--- src/rtl/rtc_pkg.sv ---
package rtc_pkg;

  typedef struct packed {
    logic       leap;
    logic [7:0] year;
    logic [4:0] mon;
    logic [5:0] mday;
    logic [2:0] wday;
    logic [5:0] hour;
    logic [6:0] min;
    logic [6:0] sec;
  } cal_t;

  localparam cal_t CAL_RESET = '{leap: 1'b0, year: 8'h00, mon: 5'h01,
                                 mday: 6'h01, wday: 3'd0, hour: 6'h00,
                                 min: 7'h00, sec: 7'h00};

  localparam int A_SEC  = 0;
  localparam int A_MIN  = 1;
  localparam int A_HOUR = 2;
  localparam int A_WDAY = 3;
  localparam int A_MDAY = 4;
  localparam int A_MON  = 5;
  localparam int A_YEAR = 6;
  localparam int A_TRIG = 7;
  localparam int A_CTRL = 8;

  function automatic logic [7:0] bcd_step(input logic [7:0] v);
    if (v[3:0] == 4'd9) return {v[7:4] + 4'd1, 4'd0};
    return v + 8'd1;
  endfunction

  function automatic int bcd_to_int(input logic [7:0] v);
    return int'(v[7:4]) * 10 + int'(v[3:0]);
  endfunction

  function automatic logic [7:0] int_to_bcd(input int n);
    return {4'((n / 10) % 10), 4'(n % 10)};
  endfunction

  function automatic logic [5:0] month_len(input logic [4:0] mon, input logic leap);
    case (mon)
      5'h02:                      return leap ? 6'h29 : 6'h28;
      5'h04, 5'h06, 5'h09, 5'h11: return 6'h30;
      default:                    return 6'h31;
    endcase
  endfunction

  function automatic logic [5:0] hour_to_12(input logic [5:0] h);
    int         b;
    int         d;
    logic [7:0] t;
    b = bcd_to_int({2'b00, h});
    d = (b == 0) ? 12 : ((b > 12) ? b - 12 : b);
    t = int_to_bcd(d);
    return {(b >= 12), t[4:0]};
  endfunction

endpackage

--- src/rtl/rtc_calendar.sv ---
module rtc_calendar
  import rtc_pkg::*;
#(
  parameter int BASE_YEAR = 1970
) (
  input  logic clk,
  input  logic rst,
  input  logic tick,
  input  logic load,
  input  cal_t load_val,
  output cal_t now
);
  localparam int LEAP_OFS = BASE_YEAR % 4;

  cal_t       nxt;
  logic       c_min, c_hr, c_day, c_mon, c_yr;
  logic [7:0] s_sec, s_min, s_hr, s_md, s_mo, s_yr;
  int         yr_bin;

  always_comb begin
    s_sec  = bcd_step({1'b0, now.sec});
    s_min  = bcd_step({1'b0, now.min});
    s_hr   = bcd_step({2'b00, now.hour});
    s_md   = bcd_step({2'b00, now.mday});
    s_mo   = bcd_step({3'b000, now.mon});
    s_yr   = bcd_step(now.year);
    c_min  = (now.sec == 7'h59);
    c_hr   = c_min && (now.min == 7'h59);
    c_day  = c_hr && (now.hour == 6'h23);
    c_mon  = c_day && (now.mday == month_len(now.mon, now.leap));
    c_yr   = c_mon && (now.mon == 5'h12);
    nxt    = now;
    nxt.sec = c_min ? 7'h00 : s_sec[6:0];
    if (c_min) nxt.min  = c_hr  ? 7'h00 : s_min[6:0];
    if (c_hr)  nxt.hour = c_day ? 6'h00 : s_hr[5:0];
    if (c_day) begin
      nxt.wday = (now.wday >= 3'd6) ? 3'd0 : now.wday + 3'd1;
      nxt.mday = c_mon ? 6'h01 : s_md[5:0];
    end
    if (c_mon) nxt.mon = c_yr ? 5'h01 : s_mo[4:0];
    if (c_yr)  nxt.year = (now.year == 8'h99) ? 8'h00 : s_yr;
    yr_bin = bcd_to_int(nxt.year);
    if (c_yr)  nxt.leap = (((yr_bin + LEAP_OFS) % 4) == 0);
  end

  always_ff @(posedge clk) begin
    if (rst)       now <= CAL_RESET;
    else if (tick) now <= load ? load_val : nxt;
  end


  hold_chk: assert property (@(posedge clk) disable iff (rst)
    !tick |=> $stable(now));


  sec_wrap_chk: assert property (@(posedge clk) disable iff (rst)
    (tick && !load && now.sec == 7'h59) |=> (now.sec == 7'h00));


  load_chk: assert property (@(posedge clk) disable iff (rst)
    (tick && load) |=> (now == $past(load_val)));


  wday_chk: assert property (@(posedge clk) disable iff (rst)
    (tick && !load && now.wday == 3'd6 && now.sec == 7'h59 && now.min == 7'h59
     && now.hour == 6'h23) |=> (now.wday == 3'd0));
endmodule

--- src/rtl/rtc_stage.sv ---
module rtc_stage
  import rtc_pkg::*;
#(
  parameter int ADDR_W = 4,
  parameter int DATA_W = 16
) (
  input  logic              clk,
  input  logic              rst,
  input  logic              tick,
  input  logic              wr_en,
  input  logic [ADDR_W-1:0] addr,
  input  logic [DATA_W-1:0] wdata,
  output cal_t              staged,
  output logic              pending,
  output logic              mode24
);
  localparam int FLAG = DATA_W - 1;

  logic arm;
  assign arm = wr_en && (addr == ADDR_W'(A_TRIG)) && wdata[FLAG];

  always_ff @(posedge clk) begin
    if (rst) begin
      staged  <= CAL_RESET;
      pending <= 1'b0;
      mode24  <= 1'b0;
    end else begin
      if (arm)       pending <= 1'b1;
      else if (tick) pending <= 1'b0;
      if (wr_en) begin
        case (addr)
          ADDR_W'(A_SEC):  staged.sec  <= wdata[6:0];
          ADDR_W'(A_MIN):  staged.min  <= wdata[6:0];
          ADDR_W'(A_HOUR): staged.hour <= wdata[5:0];
          ADDR_W'(A_WDAY): staged.wday <= wdata[2:0];
          ADDR_W'(A_MDAY): staged.mday <= wdata[5:0];
          ADDR_W'(A_MON):  staged.mon  <= wdata[4:0];
          ADDR_W'(A_YEAR): begin
            staged.year <= wdata[7:0];
            staged.leap <= wdata[FLAG];
          end
          ADDR_W'(A_CTRL): mode24 <= wdata[0];
          default: ;
        endcase
      end
    end
  end


  pend_clear_chk: assert property (@(posedge clk) disable iff (rst)
    (tick && pending && !arm) |=> !pending);


  pend_set_chk: assert property (@(posedge clk) disable iff (rst)
    arm |=> pending);


  stage_hold_chk: assert property (@(posedge clk) disable iff (rst)
    !wr_en |=> $stable(staged));
endmodule

--- src/rtl/rtc_readout.sv ---
module rtc_readout
  import rtc_pkg::*;
#(
  parameter int ADDR_W = 4,
  parameter int DATA_W = 16
) (
  input  logic              clk,
  input  logic              rst,
  input  logic              rd_en,
  input  logic [ADDR_W-1:0] addr,
  input  cal_t              now,
  input  logic              pending,
  input  logic              mode24,
  output logic [DATA_W-1:0] rdata,
  output logic              rd_valid
);
  localparam int FLAG = DATA_W - 1;

  cal_t              snap;
  logic [DATA_W-1:0] word;

  always_comb begin
    word = '0;
    case (addr)
      ADDR_W'(A_SEC):  word[6:0] = now.sec;
      ADDR_W'(A_MIN):  word[6:0] = snap.min;
      ADDR_W'(A_HOUR): word[5:0] = mode24 ? snap.hour : hour_to_12(snap.hour);
      ADDR_W'(A_WDAY): word[2:0] = snap.wday;
      ADDR_W'(A_MDAY): word[5:0] = snap.mday;
      ADDR_W'(A_MON):  word[4:0] = snap.mon;
      ADDR_W'(A_YEAR): begin
        word[7:0]  = snap.year;
        word[FLAG] = snap.leap;
      end
      ADDR_W'(A_TRIG): word[FLAG] = pending;
      ADDR_W'(A_CTRL): word[0] = mode24;
      default: ;
    endcase
  end

  always_ff @(posedge clk) begin
    if (rst) begin
      rdata    <= '0;
      rd_valid <= 1'b0;
      snap     <= CAL_RESET;
    end else begin
      rd_valid <= rd_en;
      if (rd_en) begin
        rdata <= word;
        if (addr == ADDR_W'(A_SEC)) snap <= now;
      end
    end
  end


  rd_valid_chk: assert property (@(posedge clk) disable iff (rst)
    rd_en |=> rd_valid);


  snap_hold_chk: assert property (@(posedge clk) disable iff (rst)
    !(rd_en && addr == ADDR_W'(A_SEC)) |=> $stable(snap));
endmodule

--- src/rtl/bcd_rtc_core.sv ---
module bcd_rtc_core
  import rtc_pkg::*;
#(
  parameter int ADDR_W    = 4,
  parameter int DATA_W    = 16,
  parameter int BASE_YEAR = 1970
) (
  input  logic              clk,
  input  logic              rst,
  input  logic              tick,
  input  logic              wr_en,
  input  logic              rd_en,
  input  logic [ADDR_W-1:0] addr,
  input  logic [DATA_W-1:0] wdata,
  output logic [DATA_W-1:0] rdata,
  output logic              rd_valid
);
  cal_t staged;
  cal_t now;
  logic pending;
  logic mode24;

  rtc_stage #(.ADDR_W(ADDR_W), .DATA_W(DATA_W)) u_stage (
    .clk(clk), .rst(rst), .tick(tick), .wr_en(wr_en), .addr(addr),
    .wdata(wdata), .staged(staged), .pending(pending), .mode24(mode24)
  );

  rtc_calendar #(.BASE_YEAR(BASE_YEAR)) u_cal (
    .clk(clk), .rst(rst), .tick(tick), .load(pending),
    .load_val(staged), .now(now)
  );

  rtc_readout #(.ADDR_W(ADDR_W), .DATA_W(DATA_W)) u_rd (
    .clk(clk), .rst(rst), .rd_en(rd_en), .addr(addr), .now(now),
    .pending(pending), .mode24(mode24), .rdata(rdata), .rd_valid(rd_valid)
  );
endmodule

--- config.mk ---
export PLATFORM = sky130hd
export DESIGN_NAME = bcd_rtc_core
export DESIGN_NICKNAME = d
export VERILOG_FILES = /design/src/rtl/rtc_pkg.sv /design/src/rtl/rtc_calendar.sv /design/src/rtl/rtc_stage.sv /design/src/rtl/rtc_readout.sv /design/src/rtl/bcd_rtc_core.sv
export SDC_FILE = /design/constraint.sdc
export NUM_CORES = 1
export LEC_CHECK = 0
export BUFFER_PORTS_ARGS = -buffer_cell sky130_fd_sc_hd__buf_2
export CELL_PAD_IN_SITES_DETAIL_PLACEMENT = 0
export CELL_PAD_IN_SITES_GLOBAL_PLACEMENT = 2
export CORE_ASPECT_RATIO = 0.5
export CORE_UTILIZATION = 34
export CTS_CLUSTER_SIZE = 28
export DETAILED_ROUTE_END_ITERATION = 8
export GPL_TIMING_DRIVEN = 0
export PLACE_DENSITY_LB_ADDON = 0.1
export SETUP_SLACK_MARGIN = 0.1
export SKIP_CTS_REPAIR_TIMING = 1
export SLEW_MARGIN = 0
export SYNTH_ARGS = -nofsm -noshare
export SYNTH_HDL_FRONTEND = slang
export SYNTH_HIERARCHICAL = 1
export SYNTH_SLANG_ARGS = --single-unit
--- constraint.sdc ---
create_clock -name clk -period 3.6 [get_ports clk]
set_input_delay 0.36 -clock clk [delete_from_list [all_inputs] [get_ports clk]]
set_output_delay 0.36 -clock clk [all_outputs]
set_load 0.02 [all_outputs]
=== Yosys cells after proc, flatten, opt, wreduce, memory -nomap -nowiden ===
Cells that the tools add are included.

* Logic and storage cells: 155
* Input bits: 25
* Register bits: 134

* Equal/unequal tests: 25
* $mul: 2
* Add/sub/neg operators: 17
* Bitwise operators: 1
* Reduce and logical (&&, ||, !) cells: 31
* $lt $le $gt $ge: 3
* Mux-type cells: 46
* Divide/modulo/power cells: 3

{| class="wikitable"
|+ Operators by type and width
! kind !! number
|-
| 32-bit by 5-bit adder with 32-bit output || 2
|-
| 32-bit logical NOT || 2
|-
| 32-bit by 5-bit modulo with 32-bit output, second input constant || 2
|-
| 32-bit two-way mux || 2
|-
| 7-bit two-way mux || 7
|-
| 6-bit two-way mux || 8
|-
| 43-bit two-way mux || 1
|-
| 32-bit by 3-bit adder with 32-bit output, second input constant || 1
|-
| 32-bit by 5-bit divider with 32-bit output, second input constant || 1
|-
| 32-bit by 5-bit greater-or-equal comparator with 1-bit output, second input constant || 1
|-
| 32-bit by 5-bit greater-than comparator with 1-bit output, second input constant || 1
|-
| 8-bit two-way mux || 4
|-
| 32-bit by 5-bit subtractor with 32-bit output, second input constant || 1
|-
| 4-bit == test, second input constant || 7
|-
| 2-bit AND reduction || 14
|-
| 5-bit two-way mux || 4
|-
| 4-bit by 3-bit == test with 1-bit output, second input constant || 4
|-
| 7-bit by 1-bit adder with 7-bit output, second input constant || 2
|-
| 7-bit == test, second input constant || 2
|-
| 2-bit case mux with 7 select lines || 1
|-
| 6-bit by 1-bit adder with 6-bit output, second input constant || 2
|-
| 2-bit case mux with 6 select lines || 1
|-
| 6-bit case mux with 2 select lines || 1
|-
| 2-bit nonzero test || 6
|-
| other kinds (30) || 51
|}

=== Longest topological paths before layout ===
* Word-level depth: 15
* Mapped depth: 21
* Depth with buffers taken out: 21

=== Cells and area by module ===
The synthesis kept the hierarchy.

{| class="wikitable"
|+ Modules (own cells, without submodules)
! module !! cells an instance !! area each (um^2) !! instances !! seq. area each (um^2)
|-
| rtc_calendar || 432 || 3248.1 || 1 || 860.8
|-
| rtc_readout || 379 || 2935.3 || 1 || 920.9
|-
| rtc_stage || 170 || 1835.5 || 1 || 900.9
|}

=== Least setup slack after synthesis ===
OpenSTA, ideal clock, no wires.

* Path kind: reg-to-reg
* From: register u_rd/snap[19] in the netlist's numbering
* To: register u_rd.rdata[3]
* Path buffers: 1
* Stages on the path, launching flop included: 21
* Library setup time: 0.117 ns
* Required time: 3.483 ns
* Slack: -0.313 ns
* Arrival time: 3.795 ns
* Path through: dfxtp_1 -> buf_2 -> inv_1 -> fa_1 -> xnor2_4 -> ha_1 -> o21a_1 -> o21ai_0 -> o211ai_1 -> o21a_2 -> o21ai_0 -> a21oi_2 -> o21ai_0 -> xor2_1 -> ha_1 -> inv_1 -> o311a_1 -> mux2i_1 -> o21ai_1 -> mux2i_1 -> nand2_1

* Cells in the longest elaborated chain, start to end: 8
* Elaborated cells between the ends (all ways): 10

{| class="wikitable"
|+ Ends and longest elaborated chain
! item !! RTL line !! source
|-
| start: declaration || rtc_readout.sv:19 || <nowiki>cal_t snap;</nowiki>
|-
| start signal: assignment || rtc_readout.sv:50 || <nowiki>if (addr == ADDR_W'(A_SEC)) snap <= now;</nowiki>
|-
| 2-bit by 3-bit multiplier with 5-bit output * || rtc_pkg.sv:34 || <nowiki>return int'(v[7:4]) * 10 + int'(v[3:0]);</nowiki>
|-
| 32-bit by 5-bit adder with 32-bit output * || rtc_pkg.sv:34 ||
|-
| 32-bit by 5-bit subtractor with 32-bit output / 32-bit by 5-bit greater-than comparator with 1-bit output (equally long branches) || rtc_pkg.sv:54 || <nowiki>d = (b == 0) ? 12 : ((b > 12) ? b - 12 : b);</nowiki>
|-
| 32-bit two-way mux || rtc_pkg.sv:54 ||
|-
| 32-bit two-way mux * || rtc_pkg.sv:54 ||
|-
| 32-bit by 5-bit modulo with 32-bit output * || rtc_pkg.sv:38 || <nowiki>return {4'((n / 10) % 10), 4'(n % 10)};</nowiki>
|-
| 6-bit two-way mux * || rtc_readout.sv:27 || <nowiki>ADDR_W'(A_HOUR): word[5:0] = mode24 ? snap.hour : hour_to_12(snap.hour);</nowiki>
|-
| 2-bit case mux with 6 select lines * || rtc_readout.sv:24 || <nowiki>case (addr)</nowiki>
|-
| end signal: assignment || rtc_readout.sv:49 || <nowiki>rdata <= word;</nowiki>
|-
| end: declaration || rtc_readout.sv:14 || <nowiki>output logic [DATA_W-1:0] rdata,</nowiki>
|}

Every way passes the cells marked *; elsewhere a longest branch is shown, timed or not.
A chain may end at the register's enable or synchronous reset.

=== Worst setup path after layout ===
* From: register u_rd/snap[15] in the netlist's numbering
* To: register u_rd.rdata[3]

* Cells in the longest elaborated chain, start to end: 7
* Elaborated cells between the ends (all ways): 9

{| class="wikitable"
|+ Ends and longest elaborated chain
! item !! RTL line
|-
| 32-bit by 5-bit adder with 32-bit output * || rtc_pkg.sv:34
|-
| 32-bit by 5-bit subtractor with 32-bit output / 32-bit by 5-bit greater-than comparator with 1-bit output (equally long branches) || rtc_pkg.sv:54
|-
| 32-bit two-way mux || rtc_pkg.sv:54
|-
| 32-bit two-way mux * || rtc_pkg.sv:54
|-
| 32-bit by 5-bit modulo with 32-bit output * || rtc_pkg.sv:38
|-
| 6-bit two-way mux * || rtc_readout.sv:27
|-
| 2-bit case mux with 6 select lines * || rtc_readout.sv:24
|}

Marked as above.

==> results.json <==
{
  "drt_wl_total_mm": 27.7,
  "route.met2.wl_mm": 11.2,
  "path_cells": "ha_4, inv_2, fa_2, inv_2, ha_4, o21a_4, a221oi_1, o21a_2, o21ai_2, a21oi_2, o21ai_1, xor2_1, ha_1, inv_2, o311a_1, mux2i_1, o21ai_1, mux2i_1, nand2_1",
  "area_growth_pct": 16.7,
  "cts_tree": "done",
  "max_slew_margin_pct": 27.4,
  "critPathKind": "reg -> reg",
  "cts_made_buffers": 17,
  "grt_max_degree": 17,
  "grt_usage_pct": 23.2,
  "crit_family": "compound AO/OA/AOI/OAI gates",
  "vias_per_cell": 5.45,
  "cts_root_buffer": "clkbuf_16",
  "slowest_stage": "fa_2",
  "status": "complete, but fails checks",
  "crit_buf_inv": 3,
  "final_cell_area_um2": 9360,
  "synthArstFlopShare_pct": 0,
  "wl_per_cell_um": 20.3,
  "vias": 7434,
  "tightest_slew_ns": 1.08,
  "num_io_pins": 42,
  "ys_ff_latch": 134,
  "drive_above_1_share_pct": 13.5,
  "fillers": 2381,
  "routed.top_layer": "met4",
  "setup_viol_count_final": 2,
  "clkLatencyLatePin_ns": 0.43,
  "violations": "negative setup slack",
  "grt_pass1_wl_mm": 42.0,
  "skew_ns": 0.00709,
  "post-route-period-util_pct": 106,
  "cpPeakStageDelay_ns": 0.60,
  "ys_seq_area_share_pct": 33.5,
  "yosysWarningCount": 6,
  "min_period_ns": 3.83,
  "coreArea_um2": 23000,
  "drtIter0Drc": 523,
  "die_area_um2": 24200,
  "slew_viol_final": 0,
  "fin_tns_setup_ns": -0.442,
  "critPathMaxFanout": 7,
  "overflow": 0,
  "rsz0062_at_grt": "yes",
  "drc": 0,
  "critPathLaunchType": "flip-flop",
  "worst_setup_path_end_kind": "flip-flop",
  "grt_pass1_vias": 6887,
  "wl_met3_mm": 1.79,
  "min_path_type": "in -> reg",
  "path_clk_slew_ns": 0.06,
  "first_pass_iters": 4,
  "syn_area_um2": 8020,
  "start_util_pct": 34.9,
  "cts_buffer_depth": 2,
  "dp_hpwl_mm": 21.1,
  "p_leak_nw": 3.53,
  "cts-htree-levels": 4,
  "cap_violations": 0,
  "clkSinkCount": 134,
  "wl_met1_mm": 14.5,
  "ys_types": 97,
  "arrival_ns": 4.15,
  "portBuffers": 26,
  "max_freq_mhz": 261,
  "die_w_um": 219,
  "crit_top_cell": "inv_2",
  "synthFlopType": "dfxtp_1",
  "antenna_found_initial": 3,
  "placedInstanceArea_um2": 8600,
  "syn_avg_cell_area_um2": 8.17,
  "synth-edff-count": 0,
  "postSynthCellCount": 981,
  "layout.nets": 1097,
  "dieHeight_um": 111,
  "worst_slack_ns": -0.230,
  "critPathRequiredTime_ns": 3.92,
  "hold_violations": 0,
  "row_count": 39,
  "ant_nets": 0,
  "powerDensity_nw_per_um2": 381,
  "gp_congestion": 0.835,
  "ir_drop_mv": 0.253
}
## state kept, by name, indices dropped and copies added, names as in the netlist
signal and count:
u_cal/now 43, u_stage/staged 43, u_rd/snap 36, u_rd/rdata 9, u_rd/rd_valid 1, u_stage/mode24 1, u_stage/pending 1
## placed cells by master (no fill, tap or decap), types with 7 or more instances in the layout
cell type	instances
nor2_1	63
a31oi_1	18
nor2b_1	14
nand2b_1	59
clkbuf_16	17
buf_2	32
mux2i_1	54
dfxtp_1	131
nand4_1	13
nor3b_1	10
buf_4	18
conb_1	7
a22oi_1	13
a211oi_1	18
nand2_1	130
clkbuf_1	50
a21oi_1	84
nor3_1	16
nand3_1	23
inv_1	32
ha_1	24
o21ai_0	33
## synthesized netlist by cell type (all sizes together) (4+ instances only)
cell type	number	area share [%]
and3	5	0.39
a31oi	18	1.4
nand2	134	6.4
nand4	13	1.0
dfxtp	134	33
mux2i	55	7.0
nor3	16	1.0
a21o	4	0.48
nand4b	4	0.44
nand3	23	1.4
a21oi	87	5.6
ha	27	4.2
o31ai	6	0.56
mux2	5	0.70
inv	36	1.7
nor2b	14	1.1
nor3b	12	1.3
and2	4	0.31
a221oi	6	0.66
nand3b	4	0.53
a2bb2oi	6	0.66
buf	20	1.6
o211ai	6	0.56
a211o	6	0.66
o21ai	40	2.6
xor2	6	0.75
nor4	6	0.66
xnor2	7	1.0
nor2	64	3.0
or4	4	0.47
a211oi	20	2.0
clkbuf	48	2.2
nand2b	59	4.6
o21a	5	0.48
o41ai	5	0.64
a22oi	14	1.5
o22ai	6	0.62
## per-stage QoR
| stage | utilization, % | hold slack, ns | instances | power [mW] | setup WS, ns |
|---|---|---|---|---|---|
| global placement | 37.4 | 0.441 | 1320 | 1.76 | -0.442 |
| global route | 40.7 | 0.191 | 1363 | 3.70 | -0.416 |
| floorplan | - | 0.431 | 987 | 1.68 | -0.0733 |
| finish | 40.7 | 0.191 | 1364 | 3.56 | -0.230 |
| detailed placement | 37.4 | 0.447 | 1321 | 1.76 | -0.525 |
| CTS | 40.1 | 0.173 | 1352 | 3.61 | -0.550 |
## tightest hold or removal path: cells and delay by family
kind	cells	cell delay (ns)
buf+inv	1	0.09
compound gates	1	0.06
simple gates	1	0.06
## kinds of logic (layout without fill, tap and decap cells)
logic type,Yosys count,after routing,share of synthesized area [%]
mux,61,61,8.00
flops,134,134,33.5
simple gates,376,376,24.3
compound gates,263,263,22.4
fa+ha+maj,28,28,4.46
xor+xnor,13,13,1.75
buf+inv,105,174,5.62
other cells,1,8,0.0468
## cell type report
type                            instances  area (um2)  share of cell area, %
Sequential cell                       134        2690                   28.8
Inverter                               37         139                   1.48
Timing Repair Buffer                   38         218                   2.33
Tap cell                              307         384                   4.11
Clock inverter                         12         180                   1.93
Multi-Input combinational cell        748        4990                   53.3
Clock buffer                           19         433                   4.63
Buffer                                 68         318                   3.40
Antenna cell                            1        2.50                 0.0267
## power by group
group          internal, mW  switching [mW]  total, mW
registers              1.50          0.0229       1.52
logic                0.0684           0.142      0.210
clock network          1.15           0.679       1.83
total                  2.72           0.844       3.56
## metal layers
metal / track usage, % / vias to the layer above
met2: 32.1 / 208
met4: 4.12 / 0
met1: 35.7 / 3555
li1: - / 3657
met3: 6.09 / 14
met5: 0 / -
## worst paths after layout
kind / start / end / slack (ns) / depth (start not counted)
max: u_rd/snap[15] / u_rd/rdata[3] / -0.23 / 19
min: wdata[7] / u_stage/staged[41] / 0.19 / 3
max reg2reg: u_rd/snap[15] / u_rd/rdata[3] / -0.23 / 19
min reg2reg: u_rd/snap[25] / u_rd/snap[25] / 0.45 / 2
(Power assumes the default switching activity.)
